$ cat src/rtl/sertx_pkg.sv
package sertx_pkg;

    localparam int WORD_MAX = 16;
    localparam int CNT_W    = $clog2(WORD_MAX + 1);

    typedef enum logic [1:0] {
        ST_IDLE  = 2'd0,
        ST_ARMED = 2'd1,
        ST_SEND  = 2'd2
    } tx_state_e;

    typedef struct packed {
        logic launch;
        logic sample;
        logic fs_act;
    } bitclk_ev_t;

    function automatic logic [CNT_W-1:0] word_len(input logic [1:0] sel);
        case (sel)
            2'd0:    word_len = CNT_W'(8);
            2'd1:    word_len = CNT_W'(10);
            2'd2:    word_len = CNT_W'(12);
            default: word_len = CNT_W'(16);
        endcase
    endfunction

endpackage

$ cat src/rtl/sertx_edge.sv
module sertx_edge
    import sertx_pkg::*;
#(
    parameter int STAGES = 2
) (
    input  logic       clk,
    input  logic       rst,
    input  logic       sclk_raw,
    input  logic       fs_raw,
    input  logic       clk_pol,
    input  logic       fs_pol,
    output bitclk_ev_t ev
);

    logic [1:0] chain [STAGES];
    logic       eff_clk;
    logic       prev_clk;

    genvar g;
    generate
        for (g = 0; g < STAGES; g++) begin : g_sync
            if (g == 0) begin : g_first
                always_ff @(posedge clk) begin
                    if (rst) chain[0] <= 2'b00;
                    else     chain[0] <= {fs_raw, sclk_raw};
                end
            end else begin : g_next
                always_ff @(posedge clk) begin
                    if (rst) chain[g] <= 2'b00;
                    else     chain[g] <= chain[g-1];
                end
            end
        end
    endgenerate

    assign eff_clk = chain[STAGES-1][0] ^ clk_pol;

    always_ff @(posedge clk) begin
        if (rst) prev_clk <= 1'b0;
        else     prev_clk <= eff_clk;
    end

    always_comb begin
        ev.launch = eff_clk & ~prev_clk;
        ev.sample = ~eff_clk & prev_clk;
        ev.fs_act = chain[STAGES-1][1] ^ fs_pol;
    end

    // a second launch needs a sample edge in between
    assert_launch_alternates_R5: assert property (@(posedge clk) disable iff (rst)
        ev.launch |=> !ev.launch);

endmodule

$ cat src/rtl/sertx_hold.sv
module sertx_hold
    import sertx_pkg::*;
(
    input  logic                clk,
    input  logic                rst,
    input  logic                wr_en,
    input  logic [WORD_MAX-1:0] wr_data,
    input  logic                load,
    output logic [WORD_MAX-1:0] word_o,
    output logic                empty_o,
    output logic                underrun_o
);

    logic full_q;
    logic urun_q;
    logic [WORD_MAX-1:0] word_q;

    always_ff @(posedge clk) begin
        if (rst) begin
            word_q <= '0;
            full_q <= 1'b0;
            urun_q <= 1'b0;
        end else if (wr_en) begin
            word_q <= wr_data;
            full_q <= 1'b1;
            urun_q <= 1'b0;
        end else if (load) begin
            full_q <= 1'b0;
            urun_q <= urun_q | ~full_q;
        end
    end

    assign word_o     = word_q;
    assign empty_o    = ~full_q;
    assign underrun_o = urun_q;

    assert_write_fills_R2: assert property (@(posedge clk) disable iff (rst)
        wr_en |=> !empty_o);

    assert_load_empties_R2: assert property (@(posedge clk) disable iff (rst)
        (load && !wr_en) |=> empty_o);

    assert_underrun_cleared_R8: assert property (@(posedge clk) disable iff (rst)
        wr_en |=> !underrun_o);

    assert_underrun_on_empty_R8: assert property (@(posedge clk) disable iff (rst)
        (load && !wr_en && empty_o) |=> underrun_o);

endmodule

$ cat src/rtl/sertx_shift.sv
module sertx_shift
    import sertx_pkg::*;
(
    input  logic                clk,
    input  logic                rst,
    input  bitclk_ev_t          ev,
    input  logic [1:0]          wlen_sel,
    input  logic                pcm_mode,
    input  logic [WORD_MAX-1:0] hold_word,
    output logic                load,
    output logic                busy,
    output logic                dout,
    output logic                dout_oe
);

    tx_state_e           st_q;
    logic [WORD_MAX-1:0] sr_q;
    logic [CNT_W-1:0]    cnt_q;
    logic [CNT_W-1:0]    len;
    logic [3:0]          msb_idx;

    assign len     = word_len(wlen_sel);
    assign msb_idx = 4'(len - CNT_W'(1));
    assign load    = (st_q == ST_IDLE) && ev.sample && ev.fs_act;
    assign busy    = (st_q != ST_IDLE);

    always_ff @(posedge clk) begin
        if (rst) begin
            st_q  <= ST_IDLE;
            sr_q  <= '0;
            cnt_q <= '0;
        end else begin
            case (st_q)
                ST_IDLE: begin
                    if (load) begin
                        sr_q <= hold_word;
                        st_q <= ST_ARMED;
                    end
                end
                ST_ARMED: begin
                    if (ev.launch) begin
                        cnt_q <= CNT_W'(1);
                        st_q  <= ST_SEND;
                    end
                end
                ST_SEND: begin
                    if (ev.launch) begin
                        if (cnt_q == len) begin
                            st_q <= ST_IDLE;
                        end else begin
                            sr_q  <= {sr_q[WORD_MAX-2:0], 1'b0};
                            cnt_q <= cnt_q + CNT_W'(1);
                        end
                    end
                end
                default: st_q <= ST_IDLE;
            endcase
        end
    end

    always_comb begin
        if (st_q == ST_IDLE) dout = hold_word[msb_idx];
        else                 dout = sr_q[msb_idx];
        dout_oe = pcm_mode ? (st_q == ST_SEND) : 1'b1;
    end

    assert_count_range_R3: assert property (@(posedge clk) disable iff (rst)
        (st_q == ST_SEND) |-> (cnt_q >= CNT_W'(1) && cnt_q <= len));

    assert_static_hold_R10: assert property (@(posedge clk) disable iff (rst)
        (!ev.launch && !ev.sample) |=> $stable(st_q) && $stable(sr_q));

    assert_no_shift_on_sample_R5: assert property (@(posedge clk) disable iff (rst)
        (st_q != ST_IDLE && !ev.launch) |=> $stable(sr_q));

endmodule

$ cat src/rtl/sertx_port.sv
module sertx_port
    import sertx_pkg::*;
#(
    parameter int SYNC_STAGES = 2
) (
    input  logic        clk,
    input  logic        rst,
    input  logic        sclk_in,
    input  logic        fsync_in,
    input  logic        clk_pol,
    input  logic        fs_pol,
    input  logic        pcm_mode,
    input  logic [1:0]  wlen_sel,
    input  logic        wr_en,
    input  logic [15:0] wr_data,
    output logic        dout,
    output logic        dout_oe,
    output logic        tx_empty,
    output logic        underrun
);

    bitclk_ev_t          ev;
    logic                load;
    logic                busy;
    logic [WORD_MAX-1:0] hold_word;

    sertx_edge #(.STAGES(SYNC_STAGES)) u_edge (
        .clk      (clk),
        .rst      (rst),
        .sclk_raw (sclk_in),
        .fs_raw   (fsync_in),
        .clk_pol  (clk_pol),
        .fs_pol   (fs_pol),
        .ev       (ev)
    );

    sertx_hold u_hold (
        .clk        (clk),
        .rst        (rst),
        .wr_en      (wr_en),
        .wr_data    (wr_data),
        .load       (load),
        .word_o     (hold_word),
        .empty_o    (tx_empty),
        .underrun_o (underrun)
    );

    sertx_shift u_shift (
        .clk       (clk),
        .rst       (rst),
        .ev        (ev),
        .wlen_sel  (wlen_sel),
        .pcm_mode  (pcm_mode),
        .hold_word (hold_word),
        .load      (load),
        .busy      (busy),
        .dout      (dout),
        .dout_oe   (dout_oe)
    );

    assert_pcm_release_R7: assert property (@(posedge clk) disable iff (rst)
        (pcm_mode && !busy) |-> !dout_oe);

    assert_plain_drive_R7: assert property (@(posedge clk) disable iff (rst)
        !pcm_mode |-> dout_oe);

    assert_midword_ignored_R9: assert property (@(posedge clk) disable iff (rst)
        (busy && !wr_en && !tx_empty) |=> !tx_empty);

endmodule

$ cat config.mk
export PLATFORM = sky130hd
export DESIGN_NAME = sertx_port
export DESIGN_NICKNAME = d
export VERILOG_FILES = /design/src/rtl/sertx_pkg.sv /design/src/rtl/sertx_edge.sv /design/src/rtl/sertx_hold.sv /design/src/rtl/sertx_shift.sv /design/src/rtl/sertx_port.sv
export SDC_FILE = /design/constraint.sdc
export NUM_CORES = 1
export LEC_CHECK = 0
export CORE_ASPECT_RATIO = 1.25
export CORE_MARGIN = 3
export CORE_UTILIZATION = 44
export CTS_CLUSTER_SIZE = 20
export DETAILED_ROUTE_END_ITERATION = 8
export GPL_TIMING_DRIVEN = 0
export PLACE_DENSITY = 0.76
export SYNTH_ARGS = -nofsm -noshare
export SYNTH_HDL_FRONTEND = slang
export SYNTH_HIERARCHICAL = 1
export SYNTH_SLANG_ARGS = --single-unit
$ cat constraint.sdc
create_clock -name clk -period 6.6 [get_ports clk]
set_input_delay 1.32 -clock clk [delete_from_list [all_inputs] [get_ports clk]]
set_output_delay 1.32 -clock clk [all_outputs]
set_load 0.005 [all_outputs]
After elaboration in Yosys (flattened, before gate mapping)
Memory sizes are Yosys's and may differ from the RTL's.
Cells that the tools add are included.
W data, S select, Z words.

cells by class
  add/sub/neg operators = 2
  equality and inequality tests = 10
  reduce and logical (&&, ||, !) cells = 11
  bitwise gates (word level) = 10
  multiplexer cells = 27
  $lt $le $gt $ge = 1

operators with widths
  kind                   count
  $mux W16               3
  $pmux W16 S2           1
  $mux W5                3
  $pmux W5 S3            1
  $mux W2                6
  $reduce_and A4 Y1      3
  $pmux W5 S2            1
  $mux W1                9
  $bmux W1 S4            2
  $ne A2 B2 Y1 const B   4
  $pmux W2 S3            1
  $reduce_bool A2 Y1     3
  $add A5 B1 Y5 const B  1
  $eq A5 B5 Y1           1
  $lt A4 B5 Y1 const B   1
  $eq A2 B1 Y1 const B   2
  $eq A2 B2 Y1 const B   2
  $logic_not A2 Y1       2
  $sub A4 B1 Y4 const B  1
  $not A1 Y1             3
  $or A1 B1 Y1           3
  $and A1 B1 Y1          2
  $logic_and A1 B1 Y1    2
  $ne A2 B1 Y1 const B   1
  2 further kinds        3

word-level totals
  output and inout bits = 4
  bits in writable memories = 4
  memories = 1
  bits in registers = 42
  input bits = 26

memory list
  name          words  width  rd ports  clocked after memory_dff  write ports  RTL line          text
  u_edge.chain  2      2      2         0                         2            sertx_edge.sv:15  logic [1:0] chain [STAGES];

Longest topological paths before layout
Gate-level depths: netlist of the first run.

  depth in word-level cells = 7
  gate-level depth with buffers = 7
  gate-level depth less buffers = 6

By module
Netlist of the first run, hierarchy kept.

modules (own cells, without submodules)
  module       area an instance (um^2)  sequential area each (um^2)  cells each  times used
  sertx_shift  1495.2                   460.4                        173         1
  sertx_hold   658.1                    360.3                        61          1
  sertx_edge   156.4                    100.1                        14          1

Worst setup path after synthesis of the first run
No wires, ideal clock.

  path type = input to output
  start point = input port wlen_sel[0]
  end point = output port dout
  arrival = 2.684 ns
  buffers on the path = 0
  data required time = 5.280 ns
  stages on the path = 4
  path slack = 2.596 ns
  path through = inv_1 ha_1 mux4_2 mux4_2

between the ends
  cells in the longest elaborated chain, start to end = 6
  elaborated cells between the ends (all ways) = 10
  those cells by class = add/sub: 1; eq/ne: 2; mux: 6; reduce/logical: 1

ends and longest elaborated chain
  element                                     RTL line                              text
  start: declaration                          sertx_port.sv:13                      input logic [1:0] wlen_sel,
  $eq A2 B2 Y1, or another cell as far along  sertx_pkg.sv:19                       case (sel)
  $pmux W5 S3 *                               sertx_pkg.sv:19
  $sub A4 B1 Y4 *                             sertx_shift.sv:23                     assign msb_idx = 4'(len - CNT_W'(1));
  $bmux W1 S4, on equally long branches       sertx_shift.sv:63, sertx_shift.sv:62
  $mux W1, on equally long branches           sertx_shift.sv:63, sertx_shift.sv:62
  $mux W1 *                                   sertx_shift.sv:62                     if (st_q == ST_IDLE) dout = hold_word[msb_idx];
  end: declaration                            sertx_port.sv:16                      output logic dout,

Mark *: on every way between the ends. The rest lies on a longest branch, timed or not. The select of a mux whose other input is x is not followed.

Worst setup path after layout of the first run
Same ends and word-level chain as after synthesis.

==> results of run 1 <==
-- state kept, by name, indices dropped and copies added (netlist names) --
name and cells:
u_edge/chain 4, u_edge/prev_clk 1, u_hold/underrun_o 1, u_shift/cnt_q 5, u_hold/word_o 16, u_hold/full_q 1, u_shift/sr_q 16, u_shift/st_q 2
-- stage by stage --
stage	hold WS (ns)	area [µm²]	setup slack, ns	total power, W
2_1_floorplan	0.414	2310	2.60	0.000342
3_3_place_gp	0.423	2670	1.48	0.000371
3_5_place_dp	0.430	2670	1.45	0.000372
4_1_cts	0.450	2750	1.45	0.000541
5_1_grt	0.454	2750	1.33	0.000562
6_report	0.447	2750	1.46	0.000536
-- where the power goes --
| group | internal, W | switching, W | total, W |
|---|---|---|---|
| clock network | 0.0000748 | 0.0000952 | 0.000170 |
| logic | 0.0000389 | 0.0000331 | 0.0000720 |
| registers | 0.000287 | 0.00000674 | 0.000294 |
| total | 0.000401 | 0.000135 | 0.000536 |
-- cell type report --
cell class              count  share of cell area, %
plain buffers              16                   3.59
clock buffers               6                   2.64
clock inverters             2                  0.500
inverters                   6                  0.819
multi-input cells         180                   46.1
flip-flops and latches     46                   33.5
well taps                  60                   2.73
repair buffers             28                   10.2
-- worst reg2reg max path, stage by stage, from the launching register on --
cell,delay (ns)
dfxtp_1,0.32
xnor2_1,0.23
and2_1,0.19
nor4bb_1,0.58
a21oi_1,0.14
a21o_4,0.26
buf_6,0.16
mux2_1,0.31
-- cells in the mapped netlist, drive strengths merged (2+ instances only) --
library cell	instances	area [µm²]
ha	5	62.6
a21oi	19	95.1
or4	2	15.0
a31oi	4	25.0
buf	9	72.6
nand3	3	15.0
mux4	5	113
nor2	23	86.3
o21ai	3	15.0
mux2i	16	160
nand2b	3	18.8
dfxtp	46	921
mux2	15	169
nand2	35	131
clkbuf	7	26.3
inv	6	22.5
xor2	3	26.3
nor2b	22	138
-- routing by layer --
metal / vias up / global-route usage, %
li1: 918 / -
met1: 871 / 21.0
met2: 31 / 29.9
met3: 8 / 2.77
met4: 0 / 7.52
met5: - / 0
-- final timing paths --
path                       from                 end
max                 wlen_sel[0]                dout
min          u_edge/chain[0][1]  u_edge/chain[1][1]
max reg2reg  u_edge/chain[1][0]     u_shift/sr_q[8]
min reg2reg  u_edge/chain[0][1]  u_edge/chain[1][1]
-- kinds of logic (layout without fill, tap and decap cells) --
logic type	count (synthesis)	in the layout
xor gates and xnor gates	4	4
buffers and inverters	22	58
muxes	36	36
DFF	46	46
adders and majority gates	5	5
AOI/OAI and AO/OA	36	36
and+or+nand+nor	99	99
==> flow_summary_export.csv, run 1 <==
group,metric,value,unit
run_status,status,"finished clean",
worst_setup_path,critPathLaunchType,"primary input",
timing,fmax,194,MHz
flow_run,maxCapViolCount,0,
timing,post-route-period-util,77.9,%
yosys,synthArstFlopShare,0,%
final_layout,drive_gt1_share,8.45,%
worst_setup_path,worstPathArrival,3.82,ns
routing,vias,1828,
yosys,synth_compound_area_share,10.5,%
worst_setup_path,cp-end-kind,"output port",
place,gp_congestion,0.813,
die,fp.dieH,87.0,µm
timing,worstMarginPinSlew,0.622,ns
routing,wl_met3,169,µm
die,ios,30,
worst_setup_path,slowest_delay,0.54,ns
grt,grt_max_degree,15,
yosys,avgSynthCellArea,9.31,µm²
worst_setup_path,crit_path_max_fanout,4,
routing,drcViolationCount,0,
yosys,syn-num-nets,279,
timing,maxSlewHeadroom,58.0,%
worst_setup_path,crit_buf_inv,3,
grt,grt_pass1_wl,8380,µm
cts,clock_sinks,46,
power,peakVddDrop,0.144,mV
yosys,synth_flop_cell,"dfxtp_1",
final_layout,antenna_cells,0,
timing,finalSetupTns,0,ns
cts,cts_tree,"yes",
worst_setup_path,r2r_cells,7,
worst_setup_path,criticalPathCategory,"primary input to output port",
final_layout,seqCellArea,921,µm²
final_layout,fin_util,56.1,%
worst_setup_path,r2r_slack,4.30,ns
routing,routed_via_density,5.31,
final_layout,final_cell_count_no_fill,344,
timing,timing.final.max_slew_violations,0,
final_layout,multi_input_area,1270,µm²
final_layout,area_growth,19.1,%
yosys,muxShareOfSynthArea,19.1,%
cts,clk_path_buf_depth,2,
yosys,synthCells,248,
timing,rsz0062_at_grt,"false",
place,place_hpwl,3660,µm
routing,top_layer_used,"met4",
routing,wirelength,4970,µm
yosys,syn_area,2310,µm²
timing,hold_viol,0,
routing,drtAntennaViolNets,0,
timing,fin_skew,0.00685,ns
yosys,synth_fa_ha_area_share,2.71,%
grt,grt_pass1_vias,1797,
final_layout,fillers,460,
cts,hold_buffers,0,
final_layout,mostFrequentLayoutCell,"dfxtp_1",
place,io_buffers,28,
timing,fin_crit,5.14,ns
yosys,synth-xor-area-share,1.52,%
yosys,synth-edff-count,0,
cts,cts_buffers,5,
die,core_area,4900,µm²
grt,grt_overflow,0,
yosys,ys_warn_count,6,
cts,cts_max_level,2,
hold_path,hold_path_class,"flip-flop to flip-flop",
final_layout,final_cell_mix,"46 x dfxtp_1, 35 x nand2_1, 28 x clkdlybuf4s50_1, 23 x nor2_1, 22 x nor2b_1",
die,die_w,70.8,µm
final_layout,nNetsFinal,314,
yosys,synth_seq_cells,46,
cts,worstSkewPairLatency,0.30,ns
worst_setup_path,crit_slowest_cell,"mux4_2",
hold_path,hold-path-cell-count,1,
place,dp_cells,336,
routing,m1WireLength,2210,µm
die,dieArea,6160,µm²
routing,wl_per_cell,14.4,µm
power,power.density,195,nW/µm²
worst_setup_path,crit_family,"buffers and inverters",
worst_setup_path,crit_required,5.28,ns
routing,wl_met2,2510,µm
die,initial_core_util,47.1,%
routing,drtPass1Iterations,4,
cts,post_cts_buffers,0,
grt,antenna_found_initial,0,
yosys,synthSimpleGateAreaFrac,21.0,%
yosys,yosysUniqueCellTypes,42,
die,fp-row-count,28,
power,leakagePower,1.10,nW
yosys,synth_top_family_by_area,"simple AND/OR/NAND/NOR gates",
cts,cts_root_buf,"clkbuf_8",
worst_setup_path,cp_cell_sequence,"clkdlybuf4s50_1 -> inv_1 -> ha_1 -> mux4_2 -> mux4_2 -> clkdlybuf4s50_1",
grt,grt_util_all_layers,17.2,%
worst_setup_path,critical_path_depth,6,
timing,setup_viol,0,
cts,clkSlewWorstSetupHoldPaths,0.09,ns
cts,cts_resized,0,
routing,drt_iter0_drc,169,
yosys,seq_area_frac_synth,39.9,%
Note: power is estimated with default switching activity, not from simulation.
==> run 2: changes to the inputs <==
==> constraint.sdc (replaced) <==
create_clock -name clk -period 4.9 [get_ports clk]
set_input_delay 0.98 -clock clk [delete_from_list [all_inputs] [get_ports clk]]
set_output_delay 0.98 -clock clk [all_outputs]
set_load 0.005 [all_outputs]
==> results of run 2 <==
Same layout as run 1 (identical final DEF). Status: finished clean.
Among the figures that moved: setup slack after placement 1.45 ns -> 0.434 ns; setup slack after layout 1.46 ns -> 0.437 ns; register-to-register setup slack 4.30 ns -> 2.60 ns; total power 0.000536 W -> 0.000722 W; worst IR drop on VDD 0.144 mV -> 0.193 mV
